==> src/rtl/prio_irq_pkg.sv <==
package prio_irq_pkg;
  localparam int DW = 8;
  typedef enum logic [2:0] {
    ST_IDLE,
    ST_BASE,
    ST_CAS,
    ST_MODE,
    ST_READY
  } init_st_e;
endpackage

==> src/rtl/prio_irq_pick.sv <==
module prio_irq_pick #(
  parameter int N    = 8,
  localparam int IW  = $clog2(N)
) (
  input  logic [N-1:0]  bits_i,
  output logic          valid_o,
  output logic [IW-1:0] idx_o
);
  always_comb begin
    valid_o = 1'b0;
    idx_o   = '0;
    for (int i = N - 1; i >= 0; i--) begin
      if (bits_i[i]) begin
        valid_o = 1'b1;
        idx_o   = IW'(i);
      end
    end
  end
endmodule

==> src/rtl/prio_irq_cfg.sv <==
module prio_irq_cfg
  import prio_irq_pkg::*;
#(
  parameter int N   = 8,
  localparam int IW = $clog2(N)
) (
  input  logic          clk_i,
  input  logic          rst_ni,
  input  logic          wr_i,
  input  logic          a0_i,
  input  logic [DW-1:0] wdata_i,
  output logic          ready_o,
  output logic [DW-1:0] base_o,
  output logic [DW-1:0] cas_o,
  output logic          aeoi_o,
  output logic [N-1:0]  mask_o,
  output logic          sel_isr_o,
  output logic          init_o,
  output logic          eoi_ns_o,
  output logic          eoi_sp_o,
  output logic [IW-1:0] eoi_id_o
);
  init_st_e st_q;
  logic need_cas_q, need_mode_q;
  logic cmd_wr, dat_wr, sel_wr, eoi_wr;

  assign cmd_wr   = wr_i & ~a0_i;
  assign dat_wr   = wr_i & a0_i;
  assign init_o   = cmd_wr & wdata_i[4];
  assign sel_wr   = cmd_wr & ~wdata_i[4] & wdata_i[3];
  assign eoi_wr   = cmd_wr & ~wdata_i[4] & ~wdata_i[3];
  assign eoi_ns_o = eoi_wr & (wdata_i[7:5] == 3'b001);
  assign eoi_sp_o = eoi_wr & (wdata_i[7:5] == 3'b011);
  assign eoi_id_o = wdata_i[IW-1:0];
  assign ready_o  = (st_q == ST_READY);

  always_ff @(posedge clk_i or negedge rst_ni) begin
    if (!rst_ni) begin
      st_q        <= ST_IDLE;
      need_cas_q  <= 1'b0;
      need_mode_q <= 1'b0;
      base_o      <= '0;
      cas_o       <= '0;
      aeoi_o      <= 1'b0;
      mask_o      <= '1;
      sel_isr_o   <= 1'b0;
    end else if (init_o) begin
      st_q        <= ST_BASE;
      need_cas_q  <= ~wdata_i[1];
      need_mode_q <= wdata_i[0];
      aeoi_o      <= 1'b0;
      sel_isr_o   <= 1'b0;
    end else begin
      if (sel_wr && wdata_i[1]) sel_isr_o <= wdata_i[0];
      if (dat_wr) begin
        unique case (st_q)
          ST_BASE: begin
            base_o <= wdata_i;
            st_q   <= need_cas_q ? ST_CAS : (need_mode_q ? ST_MODE : ST_READY);
          end
          ST_CAS: begin
            cas_o <= wdata_i;
            st_q  <= need_mode_q ? ST_MODE : ST_READY;
          end
          ST_MODE: begin
            aeoi_o <= wdata_i[1];
            st_q   <= ST_READY;
          end
          ST_READY: mask_o <= wdata_i[N-1:0];
          default: ;
        endcase
      end
    end
  end

  AST_INIT_SELECTS_IRR: assert property (@(posedge clk_i) disable iff (!rst_ni)
    init_o |=> (!sel_isr_o && !ready_o));
  AST_MASK_HOLDS: assert property (@(posedge clk_i) disable iff (!rst_ni)
    !dat_wr |=> $stable(mask_o));
endmodule

==> src/rtl/prio_irq_core.sv <==
module prio_irq_core
  import prio_irq_pkg::*;
#(
  parameter int N   = 8,
  localparam int IW = $clog2(N)
) (
  input  logic          clk_i,
  input  logic          rst_ni,
  input  logic [N-1:0]  irq_i,
  input  logic          inta_i,
  input  logic          ready_i,
  input  logic [N-1:0]  mask_i,
  input  logic [DW-1:0] base_i,
  input  logic          aeoi_i,
  input  logic          init_i,
  input  logic          eoi_ns_i,
  input  logic          eoi_sp_i,
  input  logic [IW-1:0] eoi_id_i,
  output logic [N-1:0]  irr_o,
  output logic [N-1:0]  isr_o,
  output logic          int_o,
  output logic [DW-1:0] vec_o,
  output logic          vec_valid_o
);
  localparam logic [IW-1:0] SPUR_IDX = IW'(N - 1);

  logic [N-1:0]  prev_q, rise, pend, win_oh, eoi_clr, isr_set, irr_clr;
  logic          pend_v, isr_v, take;
  logic [IW-1:0] pend_idx, isr_idx, vec_idx;

  assign rise = irq_i & ~prev_q;
  assign pend = irr_o & ~mask_i;

  prio_irq_pick #(.N(N)) u_pick_pend (.bits_i(pend),  .valid_o(pend_v), .idx_o(pend_idx));
  prio_irq_pick #(.N(N)) u_pick_isr  (.bits_i(isr_o), .valid_o(isr_v),  .idx_o(isr_idx));

  assign int_o   = ready_i & pend_v & (!isr_v || (pend_idx < isr_idx));
  assign take    = inta_i & int_o;
  assign win_oh  = N'(1) << pend_idx;
  assign irr_clr = take ? win_oh : '0;
  assign isr_set = (take && !aeoi_i) ? win_oh : '0;
  assign vec_idx = take ? pend_idx : SPUR_IDX;

  always_comb begin
    eoi_clr = '0;
    if (eoi_ns_i && isr_v) eoi_clr = N'(1) << isr_idx;
    else if (eoi_sp_i)     eoi_clr = N'(1) << eoi_id_i;
  end

  always_ff @(posedge clk_i or negedge rst_ni) begin
    if (!rst_ni) begin
      prev_q      <= '0;
      irr_o       <= '0;
      isr_o       <= '0;
      vec_o       <= '0;
      vec_valid_o <= 1'b0;
    end else begin
      prev_q      <= irq_i;
      vec_valid_o <= inta_i;
      if (inta_i) vec_o <= base_i + DW'(vec_idx);
      if (init_i) begin
        irr_o <= '0;
        isr_o <= '0;
      end else begin
        irr_o <= (irr_o | rise) & irq_i & ~irr_clr;
        isr_o <= (isr_o & ~eoi_clr) | isr_set;
      end
    end
  end

  AST_INT_NEEDS_PENDING: assert property (@(posedge clk_i) disable iff (!rst_ni)
    int_o |-> ((irr_o & ~mask_i) != '0));
  AST_INIT_CLEARS: assert property (@(posedge clk_i) disable iff (!rst_ni)
    init_i |=> (irr_o == '0 && isr_o == '0));
  AST_AEOI_NO_ISR: assert property (@(posedge clk_i) disable iff (!rst_ni)
    (aeoi_i && isr_o == '0) |=> (isr_o == '0));
  AST_SPURIOUS_VEC: assert property (@(posedge clk_i) disable iff (!rst_ni)
    (inta_i && !int_o) |=> (vec_valid_o && vec_o == $past(base_i) + DW'(N - 1)));
  AST_VALID_AFTER_ACK: assert property (@(posedge clk_i) disable iff (!rst_ni)
    vec_valid_o |-> $past(inta_i));
endmodule

==> src/rtl/prio_irq_ctrl.sv <==
module prio_irq_ctrl
  import prio_irq_pkg::*;
#(
  parameter int N_LINES = 8
) (
  input  logic               clk_i,
  input  logic               rst_ni,
  input  logic               wr_i,
  input  logic               a0_i,
  input  logic [DW-1:0]      wdata_i,
  output logic [DW-1:0]      rdata_o,
  input  logic [N_LINES-1:0] irq_i,
  input  logic               inta_i,
  output logic               int_o,
  output logic [DW-1:0]      vec_o,
  output logic               vec_valid_o,
  output logic [DW-1:0]      cas_cfg_o
);
  localparam int IW = $clog2(N_LINES);

  logic               ready, aeoi, sel_isr, init, eoi_ns, eoi_sp;
  logic [DW-1:0]      base;
  logic [N_LINES-1:0] mask, irr, isr;
  logic [IW-1:0]      eoi_id;

  prio_irq_cfg #(.N(N_LINES)) u_cfg (
    .clk_i, .rst_ni, .wr_i, .a0_i, .wdata_i,
    .ready_o(ready), .base_o(base), .cas_o(cas_cfg_o), .aeoi_o(aeoi),
    .mask_o(mask), .sel_isr_o(sel_isr), .init_o(init),
    .eoi_ns_o(eoi_ns), .eoi_sp_o(eoi_sp), .eoi_id_o(eoi_id)
  );

  prio_irq_core #(.N(N_LINES)) u_core (
    .clk_i, .rst_ni, .irq_i, .inta_i,
    .ready_i(ready), .mask_i(mask), .base_i(base), .aeoi_i(aeoi),
    .init_i(init), .eoi_ns_i(eoi_ns), .eoi_sp_i(eoi_sp), .eoi_id_i(eoi_id),
    .irr_o(irr), .isr_o(isr), .int_o, .vec_o, .vec_valid_o
  );

  assign rdata_o = a0_i ? DW'(mask) : (sel_isr ? DW'(isr) : DW'(irr));
endmodule

==> config.mk <==
export PLATFORM = sky130hd
export DESIGN_NAME = prio_irq_ctrl
export DESIGN_NICKNAME = d
export VERILOG_FILES = /design/src/rtl/prio_irq_pkg.sv /design/src/rtl/prio_irq_pick.sv /design/src/rtl/prio_irq_cfg.sv /design/src/rtl/prio_irq_core.sv /design/src/rtl/prio_irq_ctrl.sv
export SDC_FILE = /design/constraint.sdc
export NUM_CORES = 1
export LEC_CHECK = 0
export BUFFER_PORTS_ARGS = -buffer_cell sky130_fd_sc_hd__buf_2
export CAP_MARGIN = 20
export CORE_UTILIZATION = 26
export DETAILED_ROUTE_END_ITERATION = 12
export HOLD_SLACK_MARGIN = 0.06
export PLACE_DENSITY_LB_ADDON = 0.08
export SLEW_MARGIN = 25
export SYNTH_ARGS = -nofsm -noshare
export SYNTH_HDL_FRONTEND = slang
export SYNTH_SLANG_ARGS = --single-unit
==> constraint.sdc <==
create_clock -name clk_i -period 3.9 [get_ports clk_i]
set_input_delay 0.39 -clock clk_i [delete_from_list [all_inputs] [get_ports clk_i]]
set_output_delay 0.39 -clock clk_i [all_outputs]
set_load 0.02 [all_outputs]
==> results of run 1 <==
-- per-stage QoR --
step	cells	hold slack (ns)
after floorplan	331	0.09441
after global placement	552	0.4316
after detailed placement	552	0.4464
after CTS	568	0.1542
after global routing	568	0.1557
final	568	0.1695
-- sequential cells by signal (all words and copies together), names as in the netlist --
register            cells
u_core.irr_o            8
u_cfg.need_cas_q        1
u_cfg.need_mode_q       1
u_core.isr_o            8
u_cfg.sel_isr_o         1
u_core.vec_valid_o      1
u_cfg.aeoi_o            1
u_core.vec_o            8
u_cfg.cas_o             8
u_cfg.mask_o            8
u_cfg.st_q              3
u_core.prev_q           8
u_cfg.base_o            8
-- cell usage after synthesis, types with 2 or more instances --
library cell  count
ha_1              5
nor3_1            6
xnor2_1           4
dfrtp_1          56
nor3b_1           3
clkbuf_1         11
nand3_1          10
xor2_1            2
nand2_1          33
or4_1             2
and4b_1           2
nor2_1           23
inv_1            11
a21oi_1          17
nand4b_1          2
and2b_2           2
and2_1            2
a21o_1            6
dfstp_2           8
o211ai_1          3
o21ai_0          22
nor2b_1          10
nand2b_1          5
nor3_2            3
o311ai_0          3
o22ai_1           3
nand4_1           2
mux2i_1           8
or3_1             5
o31a_1            3
a31oi_1           3
a21boi_0          3
o21ai_1           4
mux2_2           26
-- kinds of logic after synthesis --
logic type	count (synthesis)	synth area share, %
simple gates	117	18.40
compound gates	80	15.94
xor+xnor	6	1.561
buf+inv	24	2.713
mux	34	11.07
flops	64	47.86
fa+ha+maj	6	2.453
-- worst reg2reg max path, stage by stage, from the launching register on --
cell and delay [ns]:
dfstp_2 0.53, and2b_2 0.26, nor2_4 0.17, nand2_2 0.07, a21oi_1 0.14, ha_1 0.27, a21o_1 0.18, a21oi_2 0.17
a21oi_2 0.09, or4_1 0.55, ha_1 0.31, a21o_1 0.16, a21oi_1 0.19, buf_4 0.14, xnor2_1 0.05, mux2_2 0.26
-- repair_timing --
| item | in CTS | in global routing |
|---|---|---|
| setup endpoints to repair | 2 | 5 |
| pin swaps | 0 | 1 |
| gates cloned | 0 | 0 |
| resized for setup | 1 | 7 |
-- power by group through the flow --
stage                     Combinational [mW]  Clock [mW]  Sequential (mW)
after floorplan                        0.734           0             1.16
after global placement                  1.25           0             1.09
after detailed placement                1.25           0             1.10
after CTS                               1.26       0.774             1.09
after global routing                    1.38       0.797             1.12
final                                   1.25       0.744             1.08
-- layer usage --
metal	vias up	share of wire (%)
met5	-	0
met1	1318	48
met2	57	46
met3	9	4.8
met4	0	1.7
li1	1301	-
-- worst max-delay path by stage --
stage,depth (start not counted),end,slack (ns),startpoint
after detailed placement,15,u_core.vec_o[3]$_DFFE_PN0P_,0.008,u_cfg.mask_o[5]$_DFFE_PN1P_
after global routing,15,u_core.vec_o[7]$_DFFE_PN0P_,0.02,u_cfg.mask_o[0]$_DFFE_PN1P_
final,15,u_core.vec_o[3]$_DFFE_PN0P_,0.26,u_cfg.mask_o[0]$_DFFE_PN1P_
after global placement,15,u_core.vec_o[3]$_DFFE_PN0P_,0.11,u_cfg.mask_o[5]$_DFFE_PN1P_
after floorplan,16,u_core.vec_o[7]$_DFFE_PN0P_,0.34,u_cfg.mask_o[5]$_DFFE_PN1P_
after CTS,15,u_core.vec_o[3]$_DFFE_PN0P_,0.08,u_cfg.mask_o[5]$_DFFE_PN1P_
-- cell type report --
cell class              count  area (µm²)
clock buffers              15       267.8
multi-input cells         243        1680
inverters                  12       45.04
flip-flops and latches     64        1612
clock inverters             1       5.005
well taps                 172       215.2
fillers                  1363        8452
repair buffers             61       342.8
==> results_dict.tcl, run 1 <==
set metrics [dict create \
    initial_core_util_pct 26.68 \
    relSlewSlack_pct 30.05 \
    async_flop_share_pct 100.0 \
    io_pins 47 \
    num_vias 2685 \
    hold_path_class "input pin to flip-flop" \
    cts_made_buffers 9 \
    place_area_um2 3879 \
    antenna_found_initial 0 \
    die_h_um 115.8 \
    drc 0 \
    ys_warn_count 0 \
    ys_ff_latch 64 \
    port_buffers 46 \
    use_met1_pct 22.11 \
    worstPathRequired_ns 4.12 \
    intPower_mw 1.941 \
    synthTopCellsByArea "dfrtp_1, mux2_2, dfstp_2" \
    timing.final.ws_setup_ns 0.2564 \
    syn_to_final_growth_pct 23.78 \
    use_met2_pct 25.00 \
    final_cell_mix "dfrtp_1, buf_2, nand2_1" \
    setup_tns_ns 0 \
    power.density_nw_per_um2 738.8 \
    grt_pass1_vias 2724 \
    layout.cells.most_common "dfrtp_1" \
    path_clk_slew_ns 0.05 \
    timing.rr.start "u_cfg.mask_o[0]$_DFFE_PN1P_" \
    synth_edf_count 0 \
    cts_sinks 64 \
    grt_overflow_total 0 \
    max_stage_delay_ns 0.55 \
    grt_pass1_wl_um 15840 \
    dr.pass1.iters 4 \
    r2r_setup_slack_ns 0.26 \
    peakVddDrop_uv 257.5 \
    fmax_ghz 0.2745 \
    synthFlopType "dfrtp_1" \
    clock_power_share_pct 24.2 \
    cts-root-buf "clkbuf_16" \
    post-cts-setup-buffers 0 \
    drt_iter0_drc 84 \
    worstSetupEndpointType "flip-flop" \
    cts_buffer_depth 2 \
    fin_skew_ns 0.008474 \
    stdcell_area_um2 4168 \
    power_mw 3.079 \
    crit_family "simple AND/OR/NAND/NOR gates" \
    place_hpwl_um 7124 \
    min_to "u_core.prev_q[5]$_DFF_PN0_" \
    r2r-end "u_core.vec_o[3]$_DFFE_PN0P_" \
    ant_nets 0 \
    final_util_pct 33.03 \
    fin_nets 418 \
    core_area_um2 12620 \
    cp_slowest_cell "or4_1" \
    grt_usage_pct 16.47 \
    switching_share_pct 36.96 \
    rsz0062_at_grt "no" \
    met3_usage_pct 4.550 \
    synthDominantCellAreaShare_pct 41.62 \
    path_cells "and2b_2 > nor2_4 > nand2_2 > a21oi_1 > ha_1 > a21o_1 > a21oi_2 > a21oi_2 > or4_1 > ha_1 > a21o_1 > a21oi_1 > buf_4 > xnor2_1 > mux2_2" \
    postSynthCellCount 331 \
    power_switching_mw 1.138 \
    place_ws_ns 0.008302 \
    grt_start_max_net_pins 65 \
    seq_area_frac_synth_pct 47.86 \
    clock_latency_ns 0.34 \
    worstHoldStart "irq_i[5]" \
    seq_power_share_pct 35.2 \
    crit_path_start_kind "flip-flop" \
    antennaDiodeCount 0 \
    hold_viol 0 \
    fp.dieW_um 115.8 \
    wl_um 9928 \
    whs_path_depth 1 \
    slew_viol_final 0 \
    cts_max_level 3 \
    setup-violations-final 0 \
    fin_crit_ns 3.644 \
    cts_hold_buf 0 \
    wl_per_cell_um 17.48 \
    cts_tree "done" \
    grt_busiest_layer "met2" \
    dieArea_um2 13410 \
    viasPerCell 4.727 \
    r2r_cells 15 \
    num_rows 41 \
    combPwrFrac_pct 40.6 \
    crit_fanout 6 \
    gp_congestion 0.8836 \
    syn_area_um2 3367 \
    status "finished, final reports clean" \
    cp_num_buf_inv 1 \
    synth_area_per_cell_um2 10.17 \
    fin_crit_sh_pct 93.43 \
    tightest_slew_ns 1.045 \
    leakagePower_nw 1.838 \
    syn_nets 358 \
    worst-endpoint-arrival_ns 3.87 \
    max_cap_violations 0 \
    crit_type "flip-flop to flip-flop" \
    final_layout_size_suffix_gt1_share_pct 31.31 \
    synth_cell_type_count 57 \
    yosysTopAreaCell "dfrtp_1" \
]
(Power assumes the default switching activity.)
==> inputs of run 2 (changes only) <==
--- a/config.mk
+++ b/config.mk
@@ -7,6 +7,7 @@
 export LEC_CHECK = 0
 export BUFFER_PORTS_ARGS = -buffer_cell sky130_fd_sc_hd__buf_2
 export CAP_MARGIN = 20
+export CORE_ASPECT_RATIO = 0.8
 export CORE_UTILIZATION = 26
 export DETAILED_ROUTE_END_ITERATION = 12
 export HOLD_SLACK_MARGIN = 0.06
==> results_dict.tcl, run 2 (synthesis gave the netlist of run 1 again) <==
set metrics [dict create \
    port_buffers 46 \
    max_stage_delay_ns 0.55 \
    fin_nets 421 \
    r2r_setup_slack_ns 0.23 \
    cts_buffer_depth 2 \
    wl_per_cell_um 17.86 \
    crit_path_start_kind "flip-flop" \
    min_to "u_core.prev_q[2]$_DFF_PN0_" \
    grt_overflow_total 0 \
    cts-root-buf "clkbuf_16" \
    viasPerCell 4.805 \
    cp_num_buf_inv 0 \
    worstSetupEndpointType "flip-flop" \
    path_clk_slew_ns 0.06 \
    syn_to_final_growth_pct 25.27 \
    place_hpwl_um 7615 \
    peakVddDrop_uv 268.8 \
    dp_cells 552 \
    setup_tns_ns 0 \
    hold_viol 0 \
    whs_path_depth 1 \
    dr.pass1.iters 4 \
    clock_latency_ns 0.33 \
    tightest_slew_ns 0.9514 \
    crit_type "flip-flop to flip-flop" \
    fp.dieW_um 129.2 \
    num_rows 36 \
    final_cell_count_no_fill 570 \
    met3_usage_pct 4.390 \
    dieArea_um2 13410 \
    max_cap_violations 0 \
    final_layout_size_suffix_gt1_share_pct 31.83 \
    cp_slowest_cell "or4_1" \
    layout.cells.most_common "dfrtp_1" \
    num_vias 2739 \
    leakagePower_nw 1.865 \
    cts_tree "done" \
    worstPathRequired_ns 4.10 \
    status "finished, final reports clean" \
    cts_max_level 3 \
    area.sequential_um2 1612 \
    r2r_cells 16 \
    final_cell_mix "dfrtp_1, buf_2, nand2_1" \
    path_cells "nor2b_1 > a21oi_1 > o21ai_0 > a21boi_1 > ha_1 > o21a_1 > o22ai_2 > a21oi_2 > or4_1 > ha_1 > a21o_1 > a21oi_2 > nor2_1 > nand3_1 > xor2_1 > a21oi_1" \
    fin_skew_ns 0.006005 \
    wl_um 10180 \
    fmax_ghz 0.2725 \
    place_area_um2 3897 \
    drt_iter0_drc 165 \
    slew_viol_final 0 \
    antenna_found_initial 0 \
    gp_congestion 0.8442 \
    crit_fanout 4 \
    setup-violations-final 0 \
    worstHoldStart "irq_i[2]" \
    grt_usage_pct 16.38 \
    r2r-end "u_core.vec_o[7]$_DFFE_PN0P_" \
    initial_core_util_pct 27.18 \
    use_met1_pct 25.34 \
    grt_pass1_vias 2688 \
    grt_start_max_net_pins 24 \
    cts_made_buffers 9 \
    timing.rr.start "u_cfg.mask_o[4]$_DFFE_PN1P_" \
    final_util_pct 34.05 \
    core_area_um2 12390 \
    crit_family "compound AO/OA/AOI/OAI gates" \
    fill_cells 1269 \
    fin_crit_sh_pct 94.08 \
    cts_sinks 64 \
    grt_pass1_wl_um 16130 \
    power.density_nw_per_um2 742.9 \
    io_pins 47 \
    use_met2_pct 22.04 \
    relSlewSlack_pct 36.34 \
    grt_busiest_layer "met1" \
    hold_path_class "input pin to flip-flop" \
    die_h_um 103.8 \
    fin_crit_ns 3.669 \
    antennaDiodeCount 0 \
    stdcell_area_um2 4218 \
    ant_nets 0 \
    worst-endpoint-arrival_ns 3.87 \
    drc 0 \
    multi_input_area_um2 1680 \
]
[run 2: cell count changes in the layout (fill, tap and decap cells not counted), sizes merged]
cell,delta
buf,+2
clkbuf,-1
clkinvlp,+1
dlygate4sd3,+1
[run 2: how the worst max path moves through the flow]
stage                           startpoint                     endpoint  slack, ns  cells past startpoint
6_report       u_cfg.mask_o[4]$_DFFE_PN1P_  u_core.vec_o[7]$_DFFE_PN0P_       0.23                     16
5_1_grt        u_cfg.mask_o[4]$_DFFE_PN1P_  u_core.vec_o[7]$_DFFE_PN0P_     -0.004                     16
4_1_cts        u_cfg.mask_o[4]$_DFFE_PN1P_  u_core.vec_o[7]$_DFFE_PN0P_       0.09                     16
3_5_place_dp   u_cfg.mask_o[4]$_DFFE_PN1P_  u_core.vec_o[7]$_DFFE_PN0P_       0.01                     16
3_3_place_gp   u_cfg.mask_o[5]$_DFFE_PN1P_  u_core.vec_o[7]$_DFFE_PN0P_       0.12                     16
2_1_floorplan  u_cfg.mask_o[5]$_DFFE_PN1P_  u_core.vec_o[7]$_DFFE_PN0P_       0.34                     16
[run 2: stage by stage]
stage | hold WS [ns] | power [mW] | setup slack (ns)
2_1_floorplan | 0.09441 | 1.891 | 0.3356
4_1_cts | 0.1592 | 3.130 | 0.09011
6_report | 0.1698 | 3.134 | 0.2308
3_5_place_dp | 0.4071 | 2.329 | 0.009764
5_1_grt | 0.1634 | 3.343 | -0.004121
3_3_place_gp | 0.4281 | 2.329 | 0.1174
[run 2: report_power, final]
group	total [mW]	switching, mW	leakage, nW	internal, mW
Clock	0.782	0.300	0.139	0.482
Combinational	1.27	0.704	0.952	0.567
Sequential	1.08	0.170	0.775	0.910
Total	3.13	1.17	1.87	1.96
[run 2: area by class of cell]
cell class,instances,area share (%)
inverters,12,1.068
well taps,171,5.073
multi-input cells,243,39.84
clock inverters,2,0.2966
flip-flops and latches,64,38.21
repair buffers,64,9.018
clock buffers,14,6.497
[run 2: per-layer routing]
metal / vias up / share of wire (%)
met3: 9 / 5.3
li1: 1316 / -
met2: 78 / 41
met5: - / 0
met4: 0 / 1.1
met1: 1336 / 53
[run 2: repair_timing]
action	4_1_cts	5_1_grt
setup endpoints to repair	1	4
hold endpoints to repair	17	0
hold buffers	1	0
setup buffers	0	1
pin swaps	0	1
resized for setup	1	4
[run 2: worst reg2reg max path, stage by stage, from the launching register on]
cell and delay [ns]:
dfstp_2 0.54, nor2b_1 0.09, a21oi_1 0.22, o21ai_0 0.16, a21boi_1 0.24, ha_1 0.27
o21a_1 0.19, o22ai_2 0.16, a21oi_2 0.07, or4_1 0.55, ha_1 0.30, a21o_1 0.17
a21oi_2 0.17, nor2_1 0.09, nand3_1 0.10, xor2_1 0.14, a21oi_1 0.08
